## config.mk

```make
export PLATFORM = sky130hd
export DESIGN_NAME = dbp_match_unit
export DESIGN_NICKNAME = d
export VERILOG_FILES = /design/src/rtl/dbp_pkg.sv /design/src/rtl/dbp_regs.sv /design/src/rtl/dbp_lane_extract.sv /design/src/rtl/dbp_compare.sv /design/src/rtl/dbp_match_unit.sv
export SDC_FILE = /design/constraint.sdc
export NUM_CORES = 1
export LEC_CHECK = 0
export ABC_AREA = 1
export BUFFER_PORTS_ARGS = -buffer_cell sky130_fd_sc_hd__clkbuf_2
export CORE_MARGIN = 4
export CORE_UTILIZATION = 45
export DETAILED_ROUTE_END_ITERATION = 10
export PLACE_DENSITY = 0.71
export SLEW_MARGIN = 5
export SYNTH_ARGS = -nofsm -noshare
export SYNTH_HDL_FRONTEND = slang
export SYNTH_SLANG_ARGS = --single-unit
```

## constraint.sdc

```tcl
create_clock -name clk -period 1.73 [get_ports clk]
set_input_delay 0.519 -clock clk [delete_from_list [all_inputs] [get_ports clk]]
set_output_delay 0.519 -clock clk [all_outputs]
set_load 0.02 [all_outputs]
```

## src/rtl/dbp_pkg.sv

```systemverilog
// Package dbp_pkg
// Shared bus geometry and access-size encoding for the data breakpoint
// comparator. Assumes a big-endian bus built from equal byte lanes.
package dbp_pkg;

    localparam int unsigned BUS_W  = 32;
    localparam int unsigned LANE_W = 8;
    localparam int unsigned LANES  = BUS_W / LANE_W;
    localparam int unsigned ADDR_W = $clog2(LANES);

    // Access size codes as seen on xfer_size
    typedef enum logic [1:0] {
        SZ_LONG = 2'b00,
        SZ_BYTE = 2'b01,
        SZ_WORD = 2'b10,
        SZ_RSVD = 2'b11
    } acc_size_e;

endpackage

```

## src/rtl/dbp_regs.sv

```systemverilog
// Module dbp_regs
// Holds the breakpoint value and the breakpoint mask. One write port loads
// either register, chosen by wr_sel. The new contents are visible from the
// cycle after the write. Assumes a synchronous active-low reset.
module dbp_regs #(
    parameter int unsigned W = 32
) (
    input  logic         clk,
    input  logic         rst_n,
    input  logic         wr_en,
    input  logic         wr_sel,
    input  logic [W-1:0] wr_data,
    output logic [W-1:0] value_q,
    output logic [W-1:0] mask_q
);

    // Loads the value register when the value register is selected
    always_ff @(posedge clk) begin
        if (!rst_n)                value_q <= '0;
        else if (wr_en && !wr_sel) value_q <= wr_data;
    end

    // Loads the mask register when the mask register is selected
    always_ff @(posedge clk) begin
        if (!rst_n)               mask_q <= '0;
        else if (wr_en && wr_sel) mask_q <= wr_data;
    end

    p_reset_clear_r1: assert property (@(posedge clk)
        !rst_n |=> (value_q == '0 && mask_q == '0));

    p_value_load_r8: assert property (@(posedge clk) disable iff (!rst_n)
        (wr_en && !wr_sel) |=> (value_q == $past(wr_data) && $stable(mask_q)));

    p_mask_load_r8: assert property (@(posedge clk) disable iff (!rst_n)
        (wr_en && wr_sel) |=> (mask_q == $past(wr_data) && $stable(value_q)));

    p_hold_idle_r8: assert property (@(posedge clk) disable iff (!rst_n)
        !wr_en |=> ($stable(value_q) && $stable(mask_q)));

endmodule

```

## src/rtl/dbp_lane_extract.sv

```systemverilog
// Module dbp_lane_extract
// Pulls the operand out of the big-endian byte lanes chosen by address and
// size, and right-justifies it with zero extension. It also gives the set
// of result bits that take part in the comparison. Purely combinational.
// For word accesses only the upper address bit selects the half.
module dbp_lane_extract
    import dbp_pkg::*;
#(
    parameter int unsigned W  = BUS_W,
    parameter int unsigned LW = LANE_W
) (
    input  logic [W-1:0]                   data_i,
    input  logic [$clog2(W/LW)-1:0]        addr_i,
    input  logic [1:0]                     size_i,
    output logic [W-1:0]                   operand_o,
    output logic [W-1:0]                   relevant_o
);

    localparam int unsigned NL  = W / LW;
    localparam int unsigned AW  = $clog2(NL);
    localparam int unsigned HW  = W / 2;

    logic [LW-1:0] lane   [NL];
    logic [HW-1:0] half_hi;
    logic [HW-1:0] half_lo;
    logic [LW-1:0] byte_sel;
    logic [HW-1:0] word_sel;

    // Lane 0 is the most significant byte of the bus (big-endian)
    for (genvar g = 0; g < NL; g++) begin : g_lane
        assign lane[g] = data_i[(NL-1-g)*LW +: LW];
    end

    assign half_hi = data_i[W-1:HW];
    assign half_lo = data_i[HW-1:0];

    // Selects the addressed byte lane
    always_comb begin
        byte_sel = lane[addr_i];
    end

    // Selects the addressed word half from the upper address bit only
    always_comb begin
        word_sel = addr_i[AW-1] ? half_lo : half_hi;
    end

    // Right-justifies the operand and marks the bits that are compared
    always_comb begin
        case (acc_size_e'(size_i))
            SZ_BYTE: begin
                operand_o  = W'(byte_sel);
                relevant_o = W'({LW{1'b1}});
            end
            SZ_WORD: begin
                operand_o  = W'(word_sel);
                relevant_o = W'({HW{1'b1}});
            end
            default: begin
                operand_o  = data_i;
                relevant_o = '1;
            end
        endcase
    end

endmodule

```

## src/rtl/dbp_compare.sv

```systemverilog
// Module dbp_compare
// Masked equality between the extracted operand and the breakpoint value.
// The result is registered, so a qualifying transfer gives a one-clock
// pulse in the next cycle. Assumes the operand is already right-justified.
module dbp_compare #(
    parameter int unsigned W = 32
) (
    input  logic         clk,
    input  logic         rst_n,
    input  logic         valid_i,
    input  logic         enable_i,
    input  logic [W-1:0] operand_i,
    input  logic [W-1:0] relevant_i,
    input  logic [W-1:0] value_i,
    input  logic [W-1:0] mask_i,
    output logic         match_o
);

    logic [W-1:0] diff;
    logic         hit;

    // Flags each live bit where the operand and the value disagree
    always_comb begin
        diff = (operand_i ^ value_i) & ~mask_i & relevant_i;
        hit  = ~|diff;
    end

    // Registers the qualified match for one clock
    always_ff @(posedge clk) begin
        if (!rst_n) match_o <= 1'b0;
        else        match_o <= valid_i && enable_i && hit;
    end

    p_no_match_idle_r7: assert property (@(posedge clk) disable iff (!rst_n)
        !valid_i |=> !match_o);

    p_no_match_disabled_r9: assert property (@(posedge clk) disable iff (!rst_n)
        !enable_i |=> !match_o);

    p_mask_all_hits_r3: assert property (@(posedge clk) disable iff (!rst_n)
        (valid_i && enable_i && (&mask_i)) |=> match_o);

endmodule

```

## src/rtl/dbp_match_unit.sv

```systemverilog
// Module dbp_match_unit
// Top of the data breakpoint comparator: the register file, the lane
// extractor and the registered masked compare. Assumes one bus transfer
// per clock at most, with all transfer inputs valid with xfer_valid.
module dbp_match_unit
    import dbp_pkg::*;
(
    input  logic                clk,
    input  logic                rst_n,
    input  logic                wr_en,
    input  logic                wr_sel,
    input  logic [BUS_W-1:0]    wr_data,
    input  logic                bp_enable,
    input  logic                xfer_valid,
    input  logic [BUS_W-1:0]    xfer_data,
    input  logic [ADDR_W-1:0]   xfer_addr,
    input  logic [1:0]          xfer_size,
    output logic                bp_match
);

    logic [BUS_W-1:0] value_q;
    logic [BUS_W-1:0] mask_q;
    logic [BUS_W-1:0] operand;
    logic [BUS_W-1:0] relevant;

    dbp_regs #(.W(BUS_W)) u_regs (
        .clk     (clk),
        .rst_n   (rst_n),
        .wr_en   (wr_en),
        .wr_sel  (wr_sel),
        .wr_data (wr_data),
        .value_q (value_q),
        .mask_q  (mask_q)
    );

    dbp_lane_extract #(.W(BUS_W), .LW(LANE_W)) u_extract (
        .data_i     (xfer_data),
        .addr_i     (xfer_addr),
        .size_i     (xfer_size),
        .operand_o  (operand),
        .relevant_o (relevant)
    );

    dbp_compare #(.W(BUS_W)) u_cmp (
        .clk        (clk),
        .rst_n      (rst_n),
        .valid_i    (xfer_valid),
        .enable_i   (bp_enable),
        .operand_i  (operand),
        .relevant_i (relevant),
        .value_i    (value_q),
        .mask_i     (mask_q),
        .match_o    (bp_match)
    );

    p_byte_zero_ext_r6: assert property (@(posedge clk) disable iff (!rst_n)
        (xfer_size == 2'b01) |-> (operand[BUS_W-1:LANE_W] == '0));

    p_word_a0_ignored_r4: assert property (@(posedge clk) disable iff (!rst_n)
        (xfer_size == 2'b10) |->
            (operand[15:0] == (xfer_addr[1] ? xfer_data[15:0] : xfer_data[31:16])));

endmodule

```

* Word level (Yosys, flattened, before mapping)
Index checks and enable logic that the tools add are counted.
W data, S select, Z words.
** Cells by class
- $lt $le $gt $ge :: 1
- Equality and inequality tests :: 2
- Mux-type cells :: 6
- Bitwise logic cells :: 5
- Reduce and logical (&&, ||, !) cells :: 7
** Operator list (number)
- $pmux W32 S2 :: 2
- $and A32 B32 Y32 :: 2
- $not A32 Y32 :: 1
- $reduce_or A32 Y1 :: 1
- $xor A32 B32 Y32 :: 1
- $bmux W8 S2 :: 1
- $mux W16 :: 1
- $mux W8 :: 2
- $logic_and A1 B1 Y1 :: 4
- $ge A3 B3 Y1 const B :: 1
- $not A2 Y3 :: 1
- $eq A2 B1 Y1 const B :: 1
- $eq A2 B2 Y1 const B :: 1
- $logic_not A1 Y1 :: 2
** Word-level totals
- Register bits after elaboration :: 65
- Output and inout bits :: 1
- Word-level logic and storage cells :: 24

* Longest topological paths before layout
Gate-level depths: netlist of the first run.
- Depth in word-level cells :: 11
- Depth in mapped cells :: 15
- Depth with buffers taken out :: 14

* By module
A second synthesis of the first run with hierarchy kept.
** Second synthesis, totals
- Cells, all modules :: 749
- Area, all modules :: 4364.2 um^2
** By module, submodules not included
- dbp_regs :: times used 1, cells an instance 351, area each 2536.2 um^2
- dbp_lane_extract :: times used 1, cells an instance 197, area each 972.2 um^2
- dbp_compare :: times used 1, cells an instance 201, area each 855.8 um^2

* Worst setup path before layout of the first run
OpenSTA, ideal clock, no wires.
- Path kind :: input port to flip-flop
- Start point :: in xfer_size[0]
- End point :: reg u_cmp.match_o
- Library setup time :: 0.062 ns
- Data arrival time :: 1.779 ns
- Data required time :: 1.668 ns
- Slack :: -0.110 ns
- Stages :: 13
- Buffers on the path :: 2
- Cell sequence :: inv_1 -> ha_1 -> buf_6 -> inv_2 -> buf_2 -> nand3_1 -> nand2_1 -> nand2_1 -> nand3_1 -> nand2_1 -> nor2_1 -> nand2_1 -> nor2_2
** On the way
- Longest elaborated chain between the ends :: 8
- Elaborated cells on any way between the ends :: 10
- Those cells by class :: eq/ne: 2; mux: 2; bitwise: 3; reduce/logical: 3
** Ends and longest elaborated chain
- start, declared :: RTL line dbp_match_unit.sv:17 : input logic [1:0] xfer_size,
- $eq A2 B2 Y1 or $eq A2 B1 Y1 (tied branches) :: RTL line dbp_lane_extract.sv:49 : case (acc_size_e'(size_i))
- $pmux W32 S2 :: RTL line dbp_lane_extract.sv:49
- $xor A32 B32 Y32 :: RTL line dbp_compare.sv:24 : diff = (operand_i ^ value_i) & ~mask_i & relevant_i;
- $and A32 B32 Y32 :: RTL line dbp_compare.sv:24
- $and A32 B32 Y32 * :: RTL line dbp_compare.sv:24
- $reduce_or A32 Y1 * :: RTL line dbp_compare.sv:25 : hit = ~|diff;
- $logic_not A1 Y1 * :: RTL line dbp_compare.sv:25
- $logic_and A1 B1 Y1 * :: RTL line dbp_compare.sv:31 : else match_o <= valid_i && enable_i && hit;
- end signal, assigned :: RTL line dbp_compare.sv:31
- end, declared :: RTL line dbp_compare.sv:16 : output logic match_o
Mark *: on every way between the ends. The rest lies on a longest branch, timed or not.
A chain may end at the register's enable or synchronous reset.

* Final worst setup path of the first run
Same ends and word-level chain as after synthesis.

==> flow_metrics.py, run 1 <==
metrics = {
    "critical_path": {
        "r2r_setup_slack_ps": 420,
        "cp-end-kind": "register",
        "cp_slowest_stage_delay_ps": 260,
        "crit_family": "simple AND/OR/NAND/NOR gates",
        "worstPathMaxFanout": 8,
        "r2r_cells": 11,
        "slowest_stage": "ha_4",
        "startpoint": "xfer_size[0]",
        "crit_path_start_kind": "input port",
        "crit-reg2reg-launch": "u_regs.value_q[27]",
        "critPathKind": "in2reg",
        "timing.rr.end": "u_cmp.match_o",
        "cp.required_ps": 2010,
        "path_buf_inv": 2,
        "cp_common_cell": "nand2_1",
        "cp_cell_sequence": "buf_6, inv_4, ha_4, nor2_4, nand2_2, nand2_1, nand2_1, nand3_1, nand2_1, nor2_2, nand2_1, nand2_1, nand2_1, nor2_2",
        "arrival_ps": 1840,
    },
    "timing": {
        "setup_viol": 0,
        "period_needed_ps": 1560,
        "clock_skew_ps": 9.66,
        "max-slew-margin-rel": 0.600,
        "setup_slack_ps": 166,
        "hold_ws_ps": 408,
        "max_freq_mhz": 639,
        "finalMaxSlewViolations": 0,
        "finalSetupTns_ps": 0,
        "post-route-period-util": 0.904,
        "finalHoldViolCount": 0,
        "tightestPinTransition_ps": 599,
    },
    "logic_synthesis": {
        "synth-async-reset-ratio": 0,
        "ys_types": 21,
        "synth_fp_nets": 632,
        "synth_area_leaders": "dfxtp_1 38%, nand2_1 17%, nor2_1 11%",
        "synth_cells": 555,
        "syn_area_per_cell_um2": 6.19,
        "ys_seq_area_frac": 0.379,
        "synth_most_common_cell": "nand2_1",
        "ys_seq_elements": 65,
        "synth_edf_count": 0,
        "yosysWarnings": 0,
        "synth_ff_type": "dfxtp_1",
        "ys_top_cells_by_count": "160 x nand2_1, 99 x nor2_1, 67 x o21ai_0, 65 x dfxtp_1, 42 x inv_1",
        "synth_top_area_frac": 0.379,
        "synth.largest_area_cell": "dfxtp_1",
        "synth.cell_area_um2": 3430,
    },
    "grt": {
        "gr-total-overflow": 0,
        "grt_max_degree": 50,
        "grt_pass1_vias": 3484,
        "grt_util_all_layers": 0.221,
        "grt_pass1_wl_mm": 15.6,
        "antenna_found_initial": 0,
    },
    "route": {
        "ant_nets": 0,
        "drt-met1-wl_mm": 4.27,
        "drt_iter0_drc": 214,
        "wire_per_inst_um": 12.9,
        "dr.pass1.iters": 5,
        "met3_length_um": 520,
        "met2RoutedLength_mm": 4.50,
        "vias": 3698,
        "via_per_inst": 5.02,
        "drt_wl_total_mm": 9.49,
        "top_layer": "met4",
        "drcViolationCount": 0,
    },
    "floorplanning": {
        "pin_count": 75,
        "num_rows": 31,
        "die_w_um": 95.4,
        "core-area_um2": 7330,
        "initial_core_util": 0.469,
        "fp.dieH_um": 95.4,
        "die_area_um2": 9090,
    },
    "hold_path": {
        "min_path_type": "in2reg",
        "hold_path_end": "u_regs.value_q[30]",
        "min_from": "wr_data[30]",
        "hold_depth": 3,
    },
    "layout": {
        "antenna_cells": 0,
        "fin_area_um2": 4290,
        "ff_latch_area_um2": 1300,
        "fin_nets": 710,
        "multi_input_area_um2": 1900,
        "nFillCells": 704,
        "drive_gt1_frac": 0.212,
        "area_delta_synth_final_pct": 24.9,
    },
    "clocking": {
        "clock_latency_ps": 340,
        "cts-root-buf": "clkbuf_8",
        "clock-sinks": 65,
        "path_clk_slew_ps": 80,
        "cts_buffers": 9,
        "htree_levels": 3,
        "post-cts-setup-buffer-count": 0,
        "cts_buffer_depth": 2,
        "cts-resized-gates": 0,
        "cts_hold_buf": 0,
        "cts_tree": "done",
    },
    "placed_design": {
        "gp_congestion": 0.864,
        "io_buffers": 74,
        "dp_hpwl_mm": 6.86,
        "dp_slack_ps": -272,
        "placed_area_um2": 3980,
    },
    "pwr": {
        "power_leakage_nw": 2.10,
        "power-per-cell-area_nw_per_um2": 934,
        "vdd_drop_max_mv": 0.511,
    },
    "run": {
        "maxCapViolCount": 0,
    },
    "outcome": {
        "status": "complete, no violations",
    },
}
report_power, final:
part           leakage, nW  internal [W]  switching (W)
combinational         1.43      0.000303       0.000431
clock                0.127       0.00104       0.000591
sequential           0.536       0.00160      0.0000472
total                 2.10       0.00294        0.00107
routing by layer:
metal  track usage  vias to the layer above
li1              -                     1917
met5             0                        -
met3        0.0387                       18
met2         0.377                      109
met1         0.275                     1654
met4        0.0925                        0
worst max-delay path by stage:
stage | to | depth (start not counted)
global placement | u_cmp.match_o | 14
floorplan | u_cmp.match_o | 12
global route | u_cmp.match_o | 14
detailed placement | u_cmp.match_o | 14
finish | u_cmp.match_o | 14
CTS | u_cmp.match_o | 14
sequential cells by signal, indices dropped and copies added, names as in the netlist:
signal / count
u_cmp.match_o: 1
u_regs.value_q: 32
u_regs.mask_q: 32
kinds of logic after synthesis:
kind of cell,after synthesis,synth area share
adders and majority gates,3,0.0109
and+or+nand+nor,315,0.372
DFF,65,0.379
AOI/OAI and AO/OA,104,0.152
buffers and inverters,68,0.0863
worst reg2reg max path: stages (launching register included):
cell and delay (ps):
dfxtp_1 330, nor2_1 120, nor2_1 50, nand2_1 50
nand2_1 40, nor2_1 170, nand2_1 70, nor2_1 120
nor2_1 60, nor2_1 100, nand2_1 70, nor2_2 70
layout make-up:
| class | instances | share of cell area |
|---|---|---|
| Clock buffer | 12 | 0.0362 |
| Clock inverter | 4 | 0.0230 |
| Inverter | 44 | 0.0414 |
| Multi-Input combinational cell | 422 | 0.442 |
| Sequential cell | 65 | 0.303 |
| Tap cell | 99 | 0.0289 |
| Timing Repair Buffer | 91 | 0.125 |
stage by stage:
stage               total power [W]   util  cells
finish                      0.00401  0.585    737
floorplan                   0.00213      -    555
global route                0.00421  0.585    737
detailed placement          0.00238  0.543    721
CTS                         0.00401  0.578    737
global placement            0.00236  0.543    721
cells in the final DEF (no fill, tap or decap):
cell,count
nand2_2,13
ha_4,1
buf_8,1
nand3b_1,1
or2_2,2
inv_4,1
nor2_1,98
bufinv_16,3
clkbuf_2,73
clkinv_4,1
nand3_2,3
inv_6,2
or2_4,3
nand2_1,151
clkbuf_8,11
or2_1,2
nand3_1,37
o21ai_0,67
and3_1,1
buf_6,1
nor2_2,3
a21oi_1,37
ha_1,2
dfxtp_1,65
buf_4,14
buf_12,2
inv_1,41
clkbuf_1,1
nor2_4,1
No activity file was read; power rests on OpenSTA's default activity.
==> run 2: changes to the inputs <==
CELL_PAD_IN_SITES_DETAIL_PLACEMENT = 1   (was default)
CELL_PAD_IN_SITES_GLOBAL_PLACEMENT = 2   (was default)
CORE_UTILIZATION = 25   (was 45)
PLACE_DENSITY = default   (was 0.71)
PLACE_DENSITY_LB_ADDON = 0.1   (was default)
==> run 2 against run 1 <==
Against the previous run:
- clock power increased by 17%
- flip-flop and latch count unchanged
- sequential share of layout area decreased by 0.95 points
- hold slack improved by 15 ps
- die area increased by 72%
- clock skew decreased by 3.9 ps
- highest routed layer unchanged
- via count decreased by 0.73%
- first-iteration DRC count decreased by 38%
- sequential power about the same
==> flow_metrics.py, run 2 (synthesis results as in run 1) <==
metrics = {
    "outcome": {
        "status": "complete, no violations",
    },
    "route": {
        "drt_iter0_drc": 132,
        "top_layer": "met4",
        "via_per_inst": 4.50,
        "drt_wl_total_mm": 11.7,
        "wire_per_inst_um": 14.4,
        "ant_nets": 0,
        "drcViolationCount": 0,
        "drt-met1-wl_mm": 5.62,
        "met2RoutedLength_mm": 5.52,
        "met3_length_um": 455,
        "dr.pass1.iters": 4,
        "vias": 3671,
    },
    "run": {
        "maxCapViolCount": 0,
    },
    "critical_path": {
        "slowest_stage": "ha_4",
        "arrival_ps": 1900,
        "worstPathMaxFanout": 8,
        "cp_cell_sequence": "clkbuf_2, ha_4, nor2_4, buf_6, buf_6, nand2_2, nand3_1, nand3_1, nand2_1, nor2_1, nand2_1, nand2_1, nand2_1, nor2_2",
        "cp_slowest_stage_delay_ps": 320,
        "cp-end-kind": "register",
        "cp.required_ps": 2010,
        "crit_path_start_kind": "input port",
        "critPathKind": "in2reg",
        "cp_common_cell": "nand2_1",
    },
    "timing": {
        "setup_viol": 0,
        "max-slew-margin-rel": 0.576,
        "post-route-period-util": 0.938,
        "tightestPinTransition_ps": 635,
        "max_freq_mhz": 616,
        "finalHoldViolCount": 0,
        "finalMaxSlewViolations": 0,
        "rsz0062_at_grt": "false",
        "period_needed_ps": 1620,
        "hold_ws_ps": 423,
        "clock_skew_ps": 5.76,
    },
    "layout": {
        "area_delta_synth_final_pct": 29.0,
        "drive_gt1_frac": 0.200,
        "top_regs": "u_regs.mask_q (32), u_regs.value_q (32), u_cmp.match_o (1)",
        "fin_nets": 711,
        "multi_input_area_um2": 1880,
        "fin_area_um2": 4430,
        "antenna_cells": 0,
        "mostFrequentLayoutCells": "157 x nand2_1, 98 x nor2_1, 73 x clkbuf_2, 67 x o21ai_0, 65 x dfxtp_1",
        "final_common_cell": "nand2_1",
        "nFillCells": 1743,
        "ff_latch_area_um2": 1300,
    },
    "pwr": {
        "clkPwrFrac": 0.444,
        "p_sw_frac": 0.271,
        "pwr-share-seq": 0.383,
        "power_leakage_nw": 2.12,
        "power-per-cell-area_nw_per_um2": 969,
        "p_int_w": 0.00313,
        "p_sw_w": 0.00116,
        "combPwrFrac": 0.173,
        "vdd_drop_max_mv": 0.462,
    },
    "placed_design": {
        "gp_congestion": 0.791,
        "io_buffers": 74,
        "placed_area_um2": 4060,
        "dp_hpwl_mm": 9.06,
    },
    "clocking": {
        "cts_tree": "done",
        "clock_latency_ps": 340,
        "cts-root-buf": "clkbuf_16",
        "cts_buffer_depth": 2,
        "htree_levels": 3,
        "path_clk_slew_ps": 60,
        "cts_buffers": 9,
        "clock-sinks": 65,
    },
    "floorplanning": {
        "die_area_um2": 15700,
        "initial_core_util": 0.257,
        "num_rows": 42,
        "core-area_um2": 13300,
        "die_w_um": 125,
        "pin_count": 75,
        "fp.dieH_um": 125,
    },
    "grt": {
        "antenna_found_initial": 0,
        "grt_pass1_vias": 3761,
        "grt_max_degree": 41,
        "grt_util_all_layers": 0.157,
        "grt_pass1_wl_mm": 19.6,
        "gr-total-overflow": 0,
    },
    "hold_path": {
        "min_path_type": "in2reg",
    },
}
-- run 2: critical path: cells and delay by family --
| family | cells | cell delay, ps |
|---|---|---|
| adder cells (fa/ha/maj) | 1 | 320 |
| AND/OR/NAND/NOR | 10 | 710 |
| buffers and inverters | 3 | 350 |
-- run 2: final timing paths --
check / startpoint / end / slack, ps / cells after the start
worst max-delay path: xfer_size[1] / u_cmp.match_o / 110 / 14
worst min-delay path: wr_data[22] / u_regs.value_q[22] / 420 / 3
worst max register to register: u_regs.value_q[29] / u_cmp.match_o / 420 / 10
worst min register to register: u_regs.mask_q[10] / u_regs.mask_q[10] / 450 / 2
-- run 2: final cells by class --
| cell class | instances | area share |
|---|---|---|
| clock buffers | 14 | 0.0619 |
| flip-flops and latches | 65 | 0.294 |
| repair buffers | 92 | 0.122 |
| clock inverters | 2 | 0.00791 |
| multi-input cells | 422 | 0.425 |
| inverters | 44 | 0.0401 |
| well taps | 176 | 0.0497 |
-- run 2: metrics by stage --
step / setup TNS [ps] / worst slack, ps / cells / util / total power [W]
CTS: 0 / 30.1 / 814 / 0.328 / 0.00437
detailed placement: -325 / -325 / 798 / 0.304 / 0.00242
floorplan: 0 / 7.80 / 555 / - / 0.00213
finish: 0 / 107 / 815 / 0.332 / 0.00429
global placement: -295 / -295 / 798 / 0.304 / 0.00240
global route: 0 / 1.39 / 815 / 0.332 / 0.00457
-- run 2: timing repair --
item / 4_1_cts / 5_1_grt
hold buffers: 0 / 0
endpoints found under the setup margin: 0 / 1
hold endpoints to repair: 0 / 0
gates resized for setup: 0 / 17
buffers inserted: 0 / 1
-- run 2: power by group through the flow --
stage | Clock, W | Combinational [W] | Sequential, W
2_1_floorplan | 0 | 0.000467 | 0.00166
3_3_place_gp | 0 | 0.000727 | 0.00167
3_5_place_dp | 0 | 0.000741 | 0.00168
4_1_cts | 0.00198 | 0.000745 | 0.00164
5_1_grt | 0.00204 | 0.000871 | 0.00166
6_report | 0.00190 | 0.000744 | 0.00164
-- run 2: layer usage --
metal / track usage / vias to the layer above
met3: 0.0409 / 8
met4: 0.0459 / 0
li1: - / 1915
met2: 0.256 / 60
met5: 0 / -
met1: 0.206 / 1688
